==> src/rtl/vcb_pkg.sv <==
package vcb_pkg;
  typedef enum logic [1:0] {
    OP_NONE      = 2'd0,
    OP_INSERT    = 2'd1,
    OP_SWAP_KEEP = 2'd2,
    OP_SWAP_DROP = 2'd3
  } vcb_op_e;
endpackage

==> src/rtl/vcb_match.sv <==
module vcb_match #(
  parameter int N  = 4,
  parameter int AW = 16,
  localparam int IW = (N > 1) ? $clog2(N) : 1
) (
  input  logic [N-1:0]         vld,
  input  logic [N-1:0][AW-1:0] tags,
  input  logic [AW-1:0]        key,
  output logic                 hit,
  output logic [IW-1:0]        idx
);
  logic [N-1:0] eq;

  // one comparator per entry, all evaluated in parallel
  for (genvar g = 0; g < N; g++) begin : g_cmp
    assign eq[g] = vld[g] && (tags[g] == key);
  end

  assign hit = |eq;

  always_comb begin
    idx = '0;
    for (int i = 0; i < N; i++) begin
      if (eq[i]) idx = idx | IW'(i);
    end
  end
endmodule

==> src/rtl/vcb_order.sv <==
module vcb_order
  import vcb_pkg::*;
#(
  parameter int N = 4,
  localparam int IW = (N > 1) ? $clog2(N) : 1
) (
  input  logic          clk,
  input  logic          rst_n,
  input  vcb_op_e       op,
  input  logic [IW-1:0] op_slot,
  output logic [N-1:0]  vld,
  output logic [IW-1:0] ins_slot
);
  localparam logic [IW-1:0] OLDEST = IW'(N - 1);

  // rank 0 = most recently inserted valid entry
  logic [N-1:0]  vld_q, vld_d;
  logic [IW-1:0] rank_q [N];
  logic [IW-1:0] rank_d [N];
  logic          full;

  assign full = &vld_q;
  assign vld  = vld_q;

  always_comb begin
    ins_slot = '0;
    for (int i = 0; i < N; i++) begin
      if (rank_q[i] == OLDEST) ins_slot = IW'(i);
    end
    for (int i = N - 1; i >= 0; i--) begin
      if (!vld_q[i]) ins_slot = IW'(i);
    end
  end

  always_comb begin
    vld_d = vld_q;
    for (int j = 0; j < N; j++) rank_d[j] = rank_q[j];
    unique case (op)
      OP_INSERT: begin
        for (int j = 0; j < N; j++) begin
          if (IW'(j) != ins_slot && vld_q[j] &&
              (!full || rank_q[j] < rank_q[ins_slot]))
            rank_d[j] = rank_q[j] + 1'b1;
        end
        vld_d[ins_slot]  = 1'b1;
        rank_d[ins_slot] = '0;
      end
      OP_SWAP_KEEP: begin
        for (int j = 0; j < N; j++) begin
          if (IW'(j) != op_slot && vld_q[j] && rank_q[j] < rank_q[op_slot])
            rank_d[j] = rank_q[j] + 1'b1;
        end
        rank_d[op_slot] = '0;
      end
      OP_SWAP_DROP: begin
        for (int j = 0; j < N; j++) begin
          if (IW'(j) != op_slot && vld_q[j] && rank_q[j] > rank_q[op_slot])
            rank_d[j] = rank_q[j] - 1'b1;
        end
        vld_d[op_slot]  = 1'b0;
        rank_d[op_slot] = '0;
      end
      default: ;
    endcase
  end

  always_ff @(posedge clk or negedge rst_n) begin
    if (!rst_n) begin
      vld_q <= '0;
      for (int j = 0; j < N; j++) rank_q[j] <= '0;
    end else begin
      vld_q <= vld_d;
      for (int j = 0; j < N; j++) rank_q[j] <= rank_d[j];
    end
  end
endmodule

==> src/rtl/vcb_lines.sv <==
module vcb_lines #(
  parameter int N  = 4,
  parameter int AW = 16,
  parameter int DW = 64,
  localparam int IW = (N > 1) ? $clog2(N) : 1
) (
  input  logic                 clk,
  input  logic                 we,
  input  logic [IW-1:0]        wslot,
  input  logic [AW-1:0]        waddr,
  input  logic [DW-1:0]        wdata,
  output logic [N-1:0][AW-1:0] tags,
  output logic [N-1:0][DW-1:0] lines
);
  for (genvar g = 0; g < N; g++) begin : g_ent
    always_ff @(posedge clk) begin
      if (we && wslot == IW'(g)) begin
        tags[g]  <= waddr;
        lines[g] <= wdata;
      end
    end
  end
endmodule

==> src/rtl/vcb_victim_buf.sv <==
module vcb_victim_buf
  import vcb_pkg::*;
#(
  parameter int N  = 4,
  parameter int AW = 16,
  parameter int DW = 64,
  localparam int IW = (N > 1) ? $clog2(N) : 1
) (
  input  logic          clk,
  input  logic          rst_n,
  input  logic          lk_valid,
  output logic          lk_ready,
  input  logic [AW-1:0] lk_addr,
  input  logic          lk_disp_valid,
  input  logic [AW-1:0] lk_disp_addr,
  input  logic [DW-1:0] lk_disp_data,
  output logic          res_valid,
  output logic          res_hit,
  output logic [IW-1:0] res_idx,
  input  logic          ev_valid,
  output logic          ev_ready,
  input  logic [AW-1:0] ev_addr,
  input  logic [DW-1:0] ev_data,
  output logic          so_valid,
  input  logic          so_ready,
  output logic [AW-1:0] so_addr,
  output logic [DW-1:0] so_data,
  output logic          nl_valid,
  input  logic          nl_ready,
  output logic [AW-1:0] nl_addr
);
  logic [N-1:0]         vld;
  logic [N-1:0][AW-1:0] tags;
  logic [N-1:0][DW-1:0] lines;
  logic                 m_hit;
  logic [IW-1:0]        m_idx, ins_slot, wslot;
  logic                 lk_fire, we;
  logic [AW-1:0]        waddr;
  logic [DW-1:0]        wdata;
  vcb_op_e              op;

  assign ev_ready = 1'b1;
  assign lk_ready = !so_valid && !nl_valid && !ev_valid;
  assign lk_fire  = lk_valid && lk_ready;

  vcb_match #(.N(N), .AW(AW)) u_match (
    .vld(vld), .tags(tags), .key(lk_addr), .hit(m_hit), .idx(m_idx)
  );

  always_comb begin
    op    = OP_NONE;
    we    = 1'b0;
    wslot = ins_slot;
    waddr = ev_addr;
    wdata = ev_data;
    if (ev_valid) begin
      op = OP_INSERT;
      we = 1'b1;
    end else if (lk_fire && m_hit) begin
      wslot = m_idx;
      waddr = lk_disp_addr;
      wdata = lk_disp_data;
      op    = lk_disp_valid ? OP_SWAP_KEEP : OP_SWAP_DROP;
      we    = lk_disp_valid;
    end
  end

  vcb_order #(.N(N)) u_order (
    .clk(clk), .rst_n(rst_n), .op(op), .op_slot(m_idx),
    .vld(vld), .ins_slot(ins_slot)
  );

  vcb_lines #(.N(N), .AW(AW), .DW(DW)) u_lines (
    .clk(clk), .we(we), .wslot(wslot), .waddr(waddr), .wdata(wdata),
    .tags(tags), .lines(lines)
  );

  always_ff @(posedge clk or negedge rst_n) begin
    if (!rst_n) begin
      res_valid <= 1'b0;
      res_hit   <= 1'b0;
      res_idx   <= '0;
      so_valid  <= 1'b0;
      so_addr   <= '0;
      so_data   <= '0;
      nl_valid  <= 1'b0;
      nl_addr   <= '0;
    end else begin
      res_valid <= lk_fire;
      res_hit   <= lk_fire && m_hit;
      if (lk_fire) res_idx <= m_idx;
      if (lk_fire && m_hit) begin
        so_valid <= 1'b1;
        so_addr  <= tags[m_idx];
        so_data  <= lines[m_idx];
      end else if (so_ready) begin
        so_valid <= 1'b0;
      end
      if (lk_fire && !m_hit) begin
        nl_valid <= 1'b1;
        nl_addr  <= lk_addr;
      end else if (nl_ready) begin
        nl_valid <= 1'b0;
      end
    end
  end
endmodule

==> config.mk <==
export PLATFORM = sky130hd
export DESIGN_NAME = vcb_victim_buf
export DESIGN_NICKNAME = d
export VERILOG_FILES = /design/src/rtl/vcb_pkg.sv /design/src/rtl/vcb_match.sv /design/src/rtl/vcb_order.sv /design/src/rtl/vcb_lines.sv /design/src/rtl/vcb_victim_buf.sv
export SDC_FILE = /design/constraint.sdc
export NUM_CORES = 1
export LEC_CHECK = 0
export BUFFER_PORTS_ARGS = -buffer_cell sky130_fd_sc_hd__buf_2
export CORE_AREA = 2 2 182 184
export CTS_CLUSTER_SIZE = 14
export DETAILED_ROUTE_END_ITERATION = 16
export DIE_AREA = 0 0 184 186
export GPL_TIMING_DRIVEN = 0
export PLACE_DENSITY = 0.8
export SLEW_MARGIN = 10
export SYNTH_ARGS = -nofsm -noshare
export SYNTH_HDL_FRONTEND = slang
export SYNTH_SLANG_ARGS = --single-unit
export TNS_END_PERCENT = 10
==> constraint.sdc <==
create_clock -name clk -period 16.6 [get_ports clk]
set_input_delay 2.49 -clock clk [delete_from_list [all_inputs] [get_ports clk]]
set_output_delay 2.49 -clock clk [all_outputs]
set_load 0.05 [all_outputs]
# [Word-level counts from Yosys, hierarchy flattened]
# Cells that the tools add are included.
[classes] addsub=8 magnitude_cmp=20 n_eq_ne=19 muxes=69 n_bitwise=10 n_reduce_logical=55
[ops] operator="64-bit two-way mux" count=3
[ops] operator="64-bit binary-select mux with 2-bit select" count=1
[ops] operator="2-bit two-way mux" count=42
[ops] operator="16-bit == test" count=4
[ops] operator="16-bit two-way mux" count=3
[ops] operator="1-bit logical AND" count=37
[ops] operator="16-bit binary-select mux with 2-bit select" count=1
[ops] operator="8-bit AND" count=3
[ops] operator="8-bit case mux with 3 select lines" count=1
[ops] operator="2-bit < comparator" count=8
[ops] operator="8-bit inverter" count=2
[ops] operator="2-bit == test (second input constant)" count=7
[ops] operator="1-bit two-way mux" count=11
[ops] operator="2-bit nonzero test" count=5
[ops] operator="2-bit by 1-bit adder with 2-bit output (second input constant)" count=4
[ops] operator="2-bit binary-select mux with 2-bit select" count=2
[ops] operator="2-bit demux with 2-bit select" count=2
[ops] operator="2-bit > comparator" count=4
[ops] operator="2-bit inequality test (first input constant)" count=4
[ops] operator="4-bit case mux with 2 select lines" count=1
[ops] operator="2-bit by 1-bit subtractor with 2-bit output (second input constant)" count=4
[ops] operator="3-bit >= comparator (second input constant)" count=2
[ops] operator="2-bit by 3-bit < comparator with 1-bit output (second input constant)" count=2
[ops] operator="3-bit by 1-bit < comparator with 1-bit output (second input constant)" count=2
[ops] operator="14 further kinds" count=26
[totals] reg_bits=434 inputBits=183 output_inout_bits=104

# [Depth between registers and ports, before layout]
[depth] word_depth=19 depth_mapped=21 depth_no_buf=17

# [By module]
# From an unflattened synthesis, not the netlist that was laid out.
[hier_totals] cells_unflattened=1052 hier_area_um2=18868.1
[modules_own_cells] module="vcb_lines" n_inst=1 cells_per_inst=324 area_each_um2=9646.8 seq_area_each_um2=9609.2
[modules_own_cells] module="vcb_victim_buf" n_inst=1 cells_per_inst=413 area_each_um2=6739.0 seq_area_each_um2=2552.4
[modules_own_cells] module="vcb_order" n_inst=1 cells_per_inst=225 area_each_um2=1757.9 seq_area_each_um2=300.3
[modules_own_cells] module="vcb_match" n_inst=1 cells_per_inst=90 area_each_um2=724.4 seq_area_each_um2=0.0

# [Worst setup path after synthesis]
# Ideal clock, no wire load.
[synth_path] path_kind="input to register" start="input port ev_valid" end="register u_lines.lines[100] (netlist bit) (enable)" setup_ns=0.545 t_arrival_ns=8.762 required_ns=16.055 path_slack_ns=7.294 cell_stages=9 n_path_buf=2 path_cell_list="nor3_1 nand2_1 inv_1 nand2b_1 buf_6 clkbuf_1 nand2_1 o21ai_0 a21oi_1"
[synth_via] elab_chain_cells=8
[synth_rtl] element="start, declared" line_no="vcb_victim_buf.sv:20" source="input logic ev_valid,"
[synth_rtl] element="1-bit logical NOT (*)" line_no="vcb_victim_buf.sv:43" source="assign lk_ready = !so_valid && !nl_valid && !ev_valid;"
[synth_rtl] element="1-bit logical AND (*)" line_no="vcb_victim_buf.sv:43"
[synth_rtl] element="1-bit logical AND (*)" line_no="vcb_victim_buf.sv:44" source="assign lk_fire = lk_valid && lk_ready;"
[synth_rtl] element="via lk_fire" line_no="vcb_victim_buf.sv:37" source="logic lk_fire, we;"
[synth_rtl] element="1-bit logical AND (*)" line_no="vcb_victim_buf.sv:59" source="end else if (lk_fire && m_hit) begin"
[synth_rtl] element="2-bit two-way mux" line_no="vcb_victim_buf.sv:59"
[synth_rtl] element="2-bit two-way mux" line_no="vcb_victim_buf.sv:56" source="if (ev_valid) begin"
[synth_rtl] element="2-bit by 1-bit == test with 1-bit output" line_no="vcb_lines.sv:17" source="if (we && wslot == IW'(g)) begin"
[synth_rtl] element="1-bit logical AND (*)" line_no="vcb_lines.sv:17"
[synth_rtl] element="end signal, assigned by index" line_no="vcb_lines.sv:19" source="lines[g] <= wdata;"
[synth_rtl] element="end, declared" line_no="vcb_lines.sv:13" source="output logic [N-1:0][DW-1:0] lines"
# The timed path passes the listed nets; every way through them passes the cells marked *.
# A chain may end at the register's enable or synchronous reset.

# [Final worst setup path]
[layout_path] start="input port lk_addr[10]" end="register u_order.rank_q[2] (netlist bit)"
[layout_via] elab_chain_cells=15
[layout_rtl] element="start, declared" line_no="vcb_victim_buf.sv:13" source="input logic [AW-1:0] lk_addr,"
[layout_rtl] element="16-bit == test" line_no="vcb_match.sv:16" source="assign eq[g] = vld[g] && (tags[g] == key);"
[layout_rtl] element="1-bit logical AND" line_no="vcb_match.sv:16"
[layout_rtl] element="1-bit two-way mux" line_no="vcb_match.sv:24" source="if (eq[i]) idx = idx | IW'(i);"
[layout_rtl] element="2-bit two-way mux (2 in a row)" line_no="vcb_match.sv:24"
[layout_rtl] element="2-bit inverter with 3-bit output (implied by the code)"
[layout_rtl] element="2-bit binary-select mux with 2-bit select" line_no="vcb_order.sv:50, vcb_order.sv:57"
[layout_rtl] element="2-bit two-way mux (implied by the code) (2 in a row)" line_no="vcb_order.sv:50, vcb_order.sv:57"
[layout_rtl] element="2-bit > comparator / 2-bit < comparator (equally long branches)" line_no="vcb_order.sv:57, vcb_order.sv:50"
[layout_rtl] element="1-bit logical AND, on equally long branches" line_no="vcb_order.sv:57, vcb_order.sv:50"
[layout_rtl] element="2-bit two-way mux, on equally long branches" line_no="vcb_order.sv:57, vcb_order.sv:50"
[layout_rtl] element="2-bit two-way mux" line_no="vcb_order.sv:38" source="unique case (op)"
[layout_rtl] element="8-bit AND (no line)"
[layout_rtl] element="8-bit case mux with 3 select lines" line_no="vcb_order.sv:38"
[layout_rtl] element="end, declared" line_no="vcb_order.sv:18" source="logic [IW-1:0] rank_q [N];"
# Several ways; a longest one is shown, not always the timed one. The select of a mux whose other input is x is not followed.

==> results.sh <==
export IMPL_crit_path_max_fanout=10
export IMPL_layout_setup_ws_ps=9400
export IMPL_dp_slack_ps=9080
export IMPL_p_leak_uw=0.00949
export IMPL_grt_pass1_wl_mm=86.4
export IMPL_ioPinCount=287
export IMPL_ys_async_sr_fraction=0.263
export IMPL_drt_pass1_iter_count=6
export IMPL_post_route_util=0.715
export IMPL_dieHeight_um=186
export IMPL_setup_viol=0
export IMPL_yosysTopAreaCellShare=0.501
export IMPL_outcome="finished, final reports clean"
export IMPL_seq_area_frac_synth=0.650
export IMPL_maxCapViolCount=0
export IMPL_fin_nets=2247
export IMPL_post_cts_resized=0
export IMPL_antenna_cells=0
export IMPL_timing_fmax_ghz=0.139
export IMPL_dr_first_iter_drc_count=1580
export IMPL_fin_setup_tns_ps=0
export IMPL_grt_pass1_vias=15100
export IMPL_htree_num_levels=2
export IMPL_clockBufferDepth=3
export IMPL_worst_slew_pin_slew_ps=1200
export IMPL_synth_cell_types=82
export IMPL_synth_warnings=0
export IMPL_area_growth_pct=20.1
export IMPL_clock_sinks=434
export IMPL_drv_slew=0
export IMPL_syn_avg_cell_area_sq_um=11.1
export IMPL_fp_coreArea_sq_um=32200
export IMPL_syn_nets=1915
export IMPL_max_slew_margin_rel=0.200
export IMPL_fill_cells=2210
export IMPL_portBuffers=269
export IMPL_cts_root_buffer="clkbuf_16"
export IMPL_start_util=0.596
export IMPL_dp_hpwl_mm=39.9
export IMPL_synth_edf_count=320
export IMPL_powerDensity_nw_per_um2=146
export IMPL_cp_required_ps=17030
export IMPL_ys_seq_elements=434
export IMPL_dieArea_sq_um=34200
export IMPL_grt_use_total=0.338
export IMPL_wirelength_mm=57.6
export IMPL_timing_hold_ws_ps=475
export IMPL_min_period_ps=7200
export IMPL_post_route_drc_count=0
export IMPL_rsz0062_at_grt="no"
export IMPL_overflow=0
export IMPL_yosysTopAreaCell="edfxtp_1"
export IMPL_hold_violations=0
export IMPL_place_gp_congestion=0.969
export IMPL_ys_top_cells_by_area="edfxtp_1 50%, dfrtp_1 15%, nand2_1 10%"
export IMPL_die_w_um=184
export IMPL_cts_made_buffers=43
export IMPL_via_per_inst=6.17
export IMPL_critPathCaptureType="flip-flop"
export IMPL_clk_latency_ps=560
export IMPL_fin_worst_skew_ps=17.6
export IMPL_cts_tree="built"
export IMPL_via_count=15400
export IMPL_cp_data_arrival_time_ps=7630
export IMPL_clkTransAtPathRegs_ps=60
export IMPL_antenna_found_initial=0
export IMPL_row_count=66
export IMPL_synthCells=1721
export IMPL_fin_crit_sh=0.434
export IMPL_syn_cell_area_sq_um=19200
export IMPL_drive_above_1_share=0.207
export IMPL_post_cts_buffers=0
export IMPL_post_drt_wl_per_cell_um=23.1
export IMPL_grt_max_degree=66
export IMPL_synth_main_ff_cell="edfxtp_1"
export IMPL_ir_drop_uv=112
export IMPL_r2r_slack_ps=11050
export IMPL_hold_buffers=0
export IMPL_startpoint_type="input pin"
export IMPL_ant_nets=0
export IMPL_critical_path_class="in2reg"
export IMPL_hp_class="reg2reg"
Yosys cell counts (4+ instances only):
cell      instances
nand2b_1          7
nand3_1          11
ha_1             11
buf_1             9
o31ai_1           4
a221oi_1         59
xnor2_1          30
nor2_1           55
clkbuf_1         69
nor3_1           11
a31oi_1           6
nand4_1           9
or4_1             5
o21ai_1           7
xor2_1           35
o21a_1            4
nor4_2            4
mux2_2           16
edfxtp_1        320
buf_2            26
inv_1            19
o211ai_1          8
dfrtp_1         114
buf_6             5
a21oi_1         147
nor2b_1           4
o21ai_0         107
nand2_1         519
nor4_1           14
and3_1            9
o41ai_1           4
cells by family after synthesis:
| kind of cell | after synthesis | share of synthesized area |
|---|---|---|
| other cells | 1 | 0.000195 |
| fa+ha+maj | 12 | 0.00770 |
| xor+xnor | 65 | 0.0297 |
| compound gates | 378 | 0.120 |
| simple gates | 678 | 0.151 |
| flops | 434 | 0.650 |
| mux | 19 | 0.0110 |
| buf+inv | 134 | 0.0307 |
cell usage in the layout (no fill, tap or decap), types with 7 or more instances in the layout:
| cell | instances |
|---|---|
| dfrtp_1 | 114 |
| nand4_1 | 9 |
| o211ai_1 | 8 |
| clkbuf_8 | 7 |
| a21oi_1 | 145 |
| edfxtp_1 | 320 |
| and3_1 | 9 |
| buf_16 | 13 |
| nor2_1 | 53 |
| nand2_1 | 519 |
| nand2b_1 | 7 |
| inv_1 | 19 |
| mux2_2 | 16 |
| ha_1 | 11 |
| xor2_1 | 35 |
| buf_2 | 294 |
| nor4_1 | 14 |
| clkbuf_16 | 44 |
| xnor2_1 | 30 |
| buf_1 | 9 |
| o21ai_0 | 107 |
| nand3_1 | 11 |
| a221oi_1 | 59 |
| nor3_1 | 11 |
| clkbuf_1 | 77 |
final timing paths:
kind,startpoint,to,cells after the start
setup / recovery,lk_addr[10],u_order.rank_q[2]$_DFFE_PN0P_,20
min in group asynchronous,rst_n,so_addr[11]$_DFFE_PN0N_,1
hold reg to reg,so_data[62]$_DFFE_PN0N_,so_data[62]$_DFFE_PN0N_,2
setup reg to reg,u_lines.tags[18]$_DFFE_PP_,u_order.rank_q[2]$_DFFE_PN0P_,19
max in group asynchronous,rst_n,so_data[31]$_DFFE_PN0N_,2
hold / removal,so_data[62]$_DFFE_PN0N_,so_data[62]$_DFFE_PN0N_,2
state kept, by name, indices dropped and copies added, names as in the netlist:
name / count
nl_addr: 16
nl_valid: 1
res_hit: 1
res_idx: 2
res_valid: 1
so_addr: 16
so_data: 64
so_valid: 1
u_lines.lines: 256
u_lines.tags: 64
u_order.rank_q: 8
u_order.vld: 4
per-layer routing:
layer | up-vias | part of all wire | track usage
met1 | 7474 | 0.39 | 0.456
met5 | - | 0 | 0
met3 | 133 | 0.099 | 0.0603
met4 | 0 | 0.030 | 0.113
met2 | 965 | 0.48 | 0.559
li1 | 6833 | - | -
through the flow:
step / instances / instance area (sq um) / total power [uW]
6_report: 2495 / 23000 / 3370
5_1_grt: 2495 / 23000 / 3500
4_1_cts: 2495 / 23000 / 3360
3_5_place_dp: 2416 / 21500 / 2340
3_3_place_gp: 2398 / 21000 / 2270
2_1_floorplan: 1721 / 19200 / 2030
critical path: stages:
cell	delay (ps)
buf_2	160
xor2_1	170
nor4_1	460
nand2_1	200
or4_1	530
clkbuf_1	190
clkbuf_1	400
clkbuf_1	440
nor2_1	180
a21oi_1	90
a22oi_1	200
nor2_1	70
a21oi_1	460
ha_1	340
nor2_1	200
nor2_1	90
a32o_1	200
nor3_1	280
a31oi_1	130
a221oi_1	340
report_power, final:
part | internal [uW] | total, uW | leakage, uW | switching (uW)
sequential | 1420 | 1500 | 0.00446 | 85.8
combinational | 314 | 841 | 0.00430 | 527
clock | 601 | 1020 | 0.000725 | 419
total | 2330 | 3370 | 0.00949 | 1030
area by class of cell:
class | instances | area, sq um | share of cell area
Tap cell | 408 | 510 | 0.0222
Timing Repair Buffer | 287 | 1810 | 0.0786
Sequential cell | 434 | 12500 | 0.541
Inverter | 21 | 78.8 | 0.00342
Multi-Input combinational cell | 1153 | 6170 | 0.268
Clock buffer | 59 | 1230 | 0.0533
Clock inverter | 20 | 262 | 0.0114
Buffer | 113 | 509 | 0.0221
(Power assumes the default switching activity.)
